`src/rtl/bus_hold_pkg.sv`:
```
package bus_hold_pkg;
  typedef enum logic [1:0] {
    HS_RUN     = 2'd0,
    HS_GRANT   = 2'd1,
    HS_RESTORE = 2'd2
  } hold_st_t;
endpackage

```
`src/rtl/bh_sync.sv`:
```
module bh_sync #(
  parameter int STAGES = 2
) (
  input  logic clk,
  input  logic rst_n,
  input  logic async_i,
  output logic sync_o
);
  logic [STAGES-1:0] chain_q;

  always_ff @(posedge clk or negedge rst_n) begin
    if (!rst_n) chain_q <= '0;
    else        chain_q <= {chain_q[STAGES-2:0], async_i};
  end

  assign sync_o = chain_q[STAGES-1];
endmodule

```
`src/rtl/bh_grant_fsm.sv`:
```
module bh_grant_fsm
  import bus_hold_pkg::*;
(
  input  logic clk,
  input  logic rst_n,
  input  logic req_active,
  input  logic bus_idle,
  output logic grant_next,
  output logic granted,
  output logic floating
);
  hold_st_t st_q, st_d;

  always_comb begin
    st_d = st_q;
    unique case (st_q)
      HS_RUN:     if (req_active && bus_idle) st_d = HS_GRANT;
      HS_GRANT:   if (!req_active)            st_d = HS_RESTORE;
      HS_RESTORE:                             st_d = HS_RUN;
      default:                                st_d = HS_RUN;
    endcase
  end

  always_ff @(posedge clk or negedge rst_n) begin
    if (!rst_n) st_q <= HS_RUN;
    else        st_q <= st_d;
  end

  assign grant_next = (st_d == HS_GRANT);
  assign granted    = (st_q == HS_GRANT);
  assign floating   = (st_q != HS_RUN);
endmodule

```
`src/rtl/bh_need_latch.sv`:
```
module bh_need_latch (
  input  logic clk,
  input  logic rst_n,
  input  logic grant_next,
  input  logic cyc_pending,
  output logic need_o
);
  logic need_q;

  // Set together with or after the grant, hold until the grant ends.
  always_ff @(posedge clk or negedge rst_n) begin
    if (!rst_n) need_q <= 1'b0;
    else        need_q <= grant_next && (need_q || cyc_pending);
  end

  assign need_o = need_q;
endmodule

```
`src/rtl/bus_hold_ctl.sv`:
```
module bus_hold_ctl #(
  parameter int SYNC_STAGES = 2
) (
  input  logic clk,
  input  logic rst_n,
  input  logic hold_en,
  input  logic take_req_n,
  input  logic cyc_pending,
  input  logic bus_idle,
  output logic take_ack_n,
  output logic core_need_n,
  output logic bus_float,
  output logic pins_locked
);
  logic req_sync;
  logic grant_next;
  logic granted;
  logic floating;
  logic need;

  bh_sync #(.STAGES(SYNC_STAGES)) u_sync (
    .clk     (clk),
    .rst_n   (rst_n),
    .async_i (~take_req_n),
    .sync_o  (req_sync)
  );

  bh_grant_fsm u_fsm (
    .clk        (clk),
    .rst_n      (rst_n),
    .req_active (req_sync && hold_en),
    .bus_idle   (bus_idle),
    .grant_next (grant_next),
    .granted    (granted),
    .floating   (floating)
  );

  bh_need_latch u_need (
    .clk         (clk),
    .rst_n       (rst_n),
    .grant_next  (grant_next),
    .cyc_pending (cyc_pending),
    .need_o      (need)
  );

  assign take_ack_n  = ~granted;
  assign core_need_n = ~need;
  assign bus_float   = floating;
  assign pins_locked = hold_en || floating;
endmodule

```
`config.mk`:
```
export PLATFORM = sky130hd
export DESIGN_NAME = bus_hold_ctl
export DESIGN_NICKNAME = d
export VERILOG_FILES = /design/src/rtl/bus_hold_pkg.sv /design/src/rtl/bh_sync.sv /design/src/rtl/bh_grant_fsm.sv /design/src/rtl/bh_need_latch.sv /design/src/rtl/bus_hold_ctl.sv
export SDC_FILE = /design/constraint.sdc
export NUM_CORES = 1
export LEC_CHECK = 0
export BUFFER_PORTS_ARGS = -buffer_cell sky130_fd_sc_hd__buf_2
export CAP_MARGIN = 20
export CELL_PAD_IN_SITES_DETAIL_PLACEMENT = 1
export CELL_PAD_IN_SITES_GLOBAL_PLACEMENT = 1
export CORE_AREA = 3 3 40 42
export CTS_CLUSTER_DIAMETER = 100
export DETAILED_ROUTE_END_ITERATION = 8
export DIE_AREA = 0 0 43 45
export HOLD_SLACK_MARGIN = 0.15
export PLACE_DENSITY = 0.41
export SLEW_MARGIN = 0
export SYNTH_ARGS = -nofsm -noshare
export SYNTH_HDL_FRONTEND = slang
export SYNTH_HIERARCHICAL = 1
export SYNTH_SLANG_ARGS = --single-unit
export TNS_END_PERCENT = 5
```
`constraint.sdc`:
```
create_clock -name clk -period 1.65 [get_ports clk]
set_input_delay 0 -clock clk [delete_from_list [all_inputs] [get_ports clk]]
set_output_delay 0 -clock clk [all_outputs]
set_load 0.01 [all_outputs]
```
-- Word level (Yosys, flattened, before mapping)
Index checks and enable logic that the tools add are counted.
- RAM bits: 0
- register bits after elaboration: 5
- latch bits: 0
- output and inout port bits: 4
- memories: 0
- memory bits (read-only): 0
- word-level logic and storage cells: 18
- add/subtract/negate cells: 0
- magnitude comparators: 0
- bitwise operators: 3
- reduce and logical (&&, ||, !) cells: 7
- divide/modulo/power cells: 0
- mux-type cells: 3
- equality and inequality tests: 2
- $mul: 0
- shift operators: 0
- operator list (kind ; number):
    == test 2 x 1 -> 1 bit, second input constant ; 2
    two-way mux 2 bit ; 2
    one-hot mux 2 bit (2 select lines) ; 1
    logical AND 1 bit ; 3
    NOT 1 bit ; 3
    logical NOT 2 bit ; 1
    logical OR 1 bit ; 2
    nonzero test 2 bit ; 1

-- Depth between registers and ports, before layout
- depth after elaboration: 6
- gate-level depth with buffers: 3

-- Hierarchy
Netlist, hierarchy kept.
- modules (own cells, without submodules) (module ; sequential area each (sq um) ; area each (sq um) ; instances ; cells an instance):
    bh_grant_fsm ; 50.0 ; 102.6 ; 1 ; 8
    bh_sync ; 50.0 ; 50.0 ; 1 ; 2
    bh_need_latch ; 25.0 ; 32.5 ; 1 ; 2
    bus_hold_ctl ; 0.0 ; 23.8 ; 1 ; 5

-- Worst setup path before layout
Ideal clock, no wire load.
- path type: reg-to-output
- start point: register u_fsm.st_q[1]
- end point: output port pins_locked
- cell stages (with the launch flop): 3
- arrival time: 955 ps
- buffers on the path: 0
- slack: 695 ps
- required time: 1650 ps
- cells stage by stage: dfrtp_1 -> or2_1 -> or2_1
- longest elaborated chain between the ends: 2
- RTL lines (element ; RTL line ; RTL):
    from (decl) ; bh_grant_fsm.sv:12 ; hold_st_t st_q, st_d;
    from (signal assigned) ; bh_grant_fsm.sv:26 ; else st_q <= st_d;
    nonzero test 2 bit ; bh_grant_fsm.sv:31 ; assign floating = (st_q != HS_RUN);
    net bus_float ; bus_hold_ctl.sv:12 ; output logic bus_float,
    logical OR 1 bit ; bus_hold_ctl.sv:49 ; assign pins_locked = hold_en || floating;
    to (decl) ; bus_hold_ctl.sv:13 ; output logic pins_locked
The timed path passes the listed nets, and every way through them passes these cells.

-- Final worst setup path
- start point: register u_fsm.st_q[1]
- end point: output port pins_locked
- longest elaborated chain between the ends: 2
- RTL lines (element ; RTL line):
    nonzero test 2 bit ; bh_grant_fsm.sv:31
    logical OR 1 bit ; bus_hold_ctl.sv:49
No other way between the ends.

==> summary.md <==
| Metric | Value |
|---|---|
| Rel. slew slack | 83.77% |
| Initial DRC count | 0 |
| Combinational Power Share | 13.4% |
| CTS Buffer Depth | 2 |
| Top Ports | 10 |
| Router iterations before antenna repair | 1 |
| Maximum fanout along the worst path | 4 |
| CTS Sinks | 5 |
| Total GRT Usage | 6.104% |
| Final hold vios | 0 |
| Worst VDD drop | 0.0003161 V |
| Status | finished, final reports clean |
| Unique masters post-synth | 8 |
| PwrDens | between 800 and 900 nW/um^2 |
| Htree depth | 1 |
| Max-slew violation count | 0 |
| Clock power share | 43.9% |
| GRT overflow | 0 |
| Antenna Nets Post-Route | 0 |
| Ranking of synthesized cells by area | dfrtp_1 60%, nor2b_4 13%, nor3b_1 7.2%, or2_1 6.0%, inv_1 5.4% |
| Worst EP arrival | approximately 1300 ps |
| Initial Util | between 15 and 20% |
| Row cnt | 13 |
| Pin count of the biggest net entering global routing | 6 |
| Critical path depth in cells | 3 |
| Switch share | 20.61% |
| Clk root buf | clkbuf_4 |
| Delay-heaviest family, CP | simple AND/OR/NAND/NOR gates |
| Die X-Extent | 43 microns |
| Max Freq | 0.7975 GHz |
| TritonCTS clock tree | built |
| Total design power | 0.3091 mW |
| Final Util | ~28% |
| Crit end category | output pin |
| Most frequent CP cell | or2_1 |
| Share of cells above drive strength 1 | around two fifths |
| CP max-delay cell | dfrtp_1 |
| Fin Setup TNS | 0 ps |
| Unrepaired setup endpoints after global routing | false |
| Critical Path Max Stage Delay | approximately 420 ps |
| Initial antenna violation count | 0 |
| Seq cells post-synth | 5 |
| First-pass GRT wire length | just under 800 microns |
| Vias | 179 |
| CP required | ~1700 ps |
| Lkg Pwr | 0.1718 nW |
| Final setup violation count | 0 |
| Worst reg2reg path depth | 3 |
| Worst skew pair latency | 230 ps |
| Post-Syn Nets | 23 |
| Worst-path clk slew | 40 ps |
| # DRC | 0 |
| Mapped Cells | 17 |
| Internal power | 0.2454 mW |
| CP Buf/Inv Count | 1 |
| Crit path time final | 1254 ps |
| Diode count | 0 |
| Max-Cap Viols | 0 |
| Part of the cycle the worst path needs | 76.00% |
| Syn Area/Cell | around 12 sq um |
| Crit Path Class | flop to output pin |
| Syn Std Cell Area | 209.0 sq um |
| CP Cell Sequence | or2_1 -> or2_1 -> buf_2 |
| TritonCTS Buffers | 3 |
| GP Congestion | about 0.59 |
| P&R area growth vs syn | 71.86% |
| Hold crit path type | flop to flop |
| Postcts setup bufs | 0 |
| Flop pwr share | 42.7% |
| Nets | 43 |
| P_sw | between 0.06 and 0.07 mW |
| Core Box Area | 1285 sq um |
| YS warnings | 6 |
| Measured slew at the worst slew-check pin | 242.7 ps |
| Setup crit start kind | flop |
| Vias per cell | about 3.5 |
| # port buffers | 9 |
| Post-synthesis sequential area ratio | 59.88% |
| Share of the synthesized area in the top cell type | around 60% |
| Vias in the first global route | 202 |
| Die area | 1935 sq um |
| Hold depth | 0 |
| Synth area leader | dfrtp_1 |
| Routed WL | 390 microns |
| Worst Skew | between 2 and 2.5 ps |
| Die Y-Extent | 45 microns |
| WL/cell | 7.647 microns |
| Post-DP HPWL | 314.2 microns |
-- synthesized netlist by cell type --
cell and number:
and2_1 1, dfrtp_1 5, nor2b_4 2, or2_1 2, nor3b_1 2, o21a_1 1, nor2_1 1, inv_1 3
-- logic make-up after synthesis --
| kind of cell | after synthesis | synth area share, % |
|---|---|---|
| and+or+nand+nor | 8 | 31.14 |
| DFF | 5 | 59.88 |
| buffers and inverters | 3 | 5.389 |
| AOI/OAI and AO/OA | 1 | 3.594 |
-- per-stage QoR --
stage | worst slack, ps | area (sq um) | hold WS [ps] | instances
final | 396.1 | 359.1 | 343.8 | 51
after global routing | 317.8 | 359.1 | 351.1 | 51
after CTS | 371.6 | 359.1 | 345.1 | 51
after detailed placement | 636.9 | 272.8 | -174.9 | 41
after global placement | 649.5 | 272.8 | -179.9 | 41
after floorplan | 695.2 | 209.0 | -295.6 | 17
-- cells in the final DEF, fill, tap and decap left out --
cell type	count
dfrtp_1	5
nor2_1	1
nor2b_4	2
buf_2	9
or2_1	2
dlygate4sd3_1	6
and2_1	1
o21a_1	1
clkbuf_1	1
clkbuf_4	3
nor3b_1	2
inv_1	3
-- registers in the layout, indices dropped and copies added, names as in the netlist --
register and cells:
u_fsm/st_q 2, u_need/need_o 1, u_sync/chain_q 2
-- path summary, 6_finish.rpt --
path / slack (ps) / to / startpoint
min in group asynchronous: 680 / u_need/need_o / rst_n
worst min-delay path: 340 / u_sync/chain_q[1] / u_sync/chain_q[0]
worst max register to register: 720 / u_need/need_o / u_sync/chain_q[1]
worst min register to register: 340 / u_sync/chain_q[1] / u_sync/chain_q[0]
worst max-delay path: 400 / pins_locked / u_fsm/st_q[1]
max in group asynchronous: 770 / u_sync/chain_q[1] / rst_n
-- power groups by stage --
stage          Clock, mW  Combinational, mW  Sequential [mW]
2_1_floorplan          0             0.0166            0.133
3_3_place_gp           0             0.0311            0.133
3_5_place_dp           0             0.0319            0.134
4_1_cts            0.147             0.0426            0.132
5_1_grt            0.158             0.0473            0.132
6_report           0.136             0.0415            0.132
-- worst register-to-register path: cells and delay by family, from the launching register on --
| family | cells | cell delay (ps) |
|---|---|---|
| simple gates | 2 | 420 |
| flops | 1 | 310 |
| compound gates | 1 | 150 |
-- per-layer routing --
metal / global-route usage [%] / vias to the layer above / wire [microns]
li1: - / 90 / -
met1: 6.341 / 80 / 160
met2: 8.383 / 9 / 172
met3: 2.789 / 0 / 58
met4: 7.229 / 0 / 0
met5: 0 / - / 0
-- repair_timing --
action / in CTS / in global routing
hold buffers: 6 / 0
hold endpoints to repair: 9 / 0
resized for setup: 0 / 0
-- cell type report --
class / instances / area (sq um)
clock buffers: 4 / 26.28
fillers: 158 / 925.9
inverters: 3 / 11.26
multi-input cells: 9 / 72.57
flip-flops and latches: 5 / 125.1
well taps: 15 / 18.77
repair buffers: 15 / 105.1
Power figures use the tool's default switching activity.
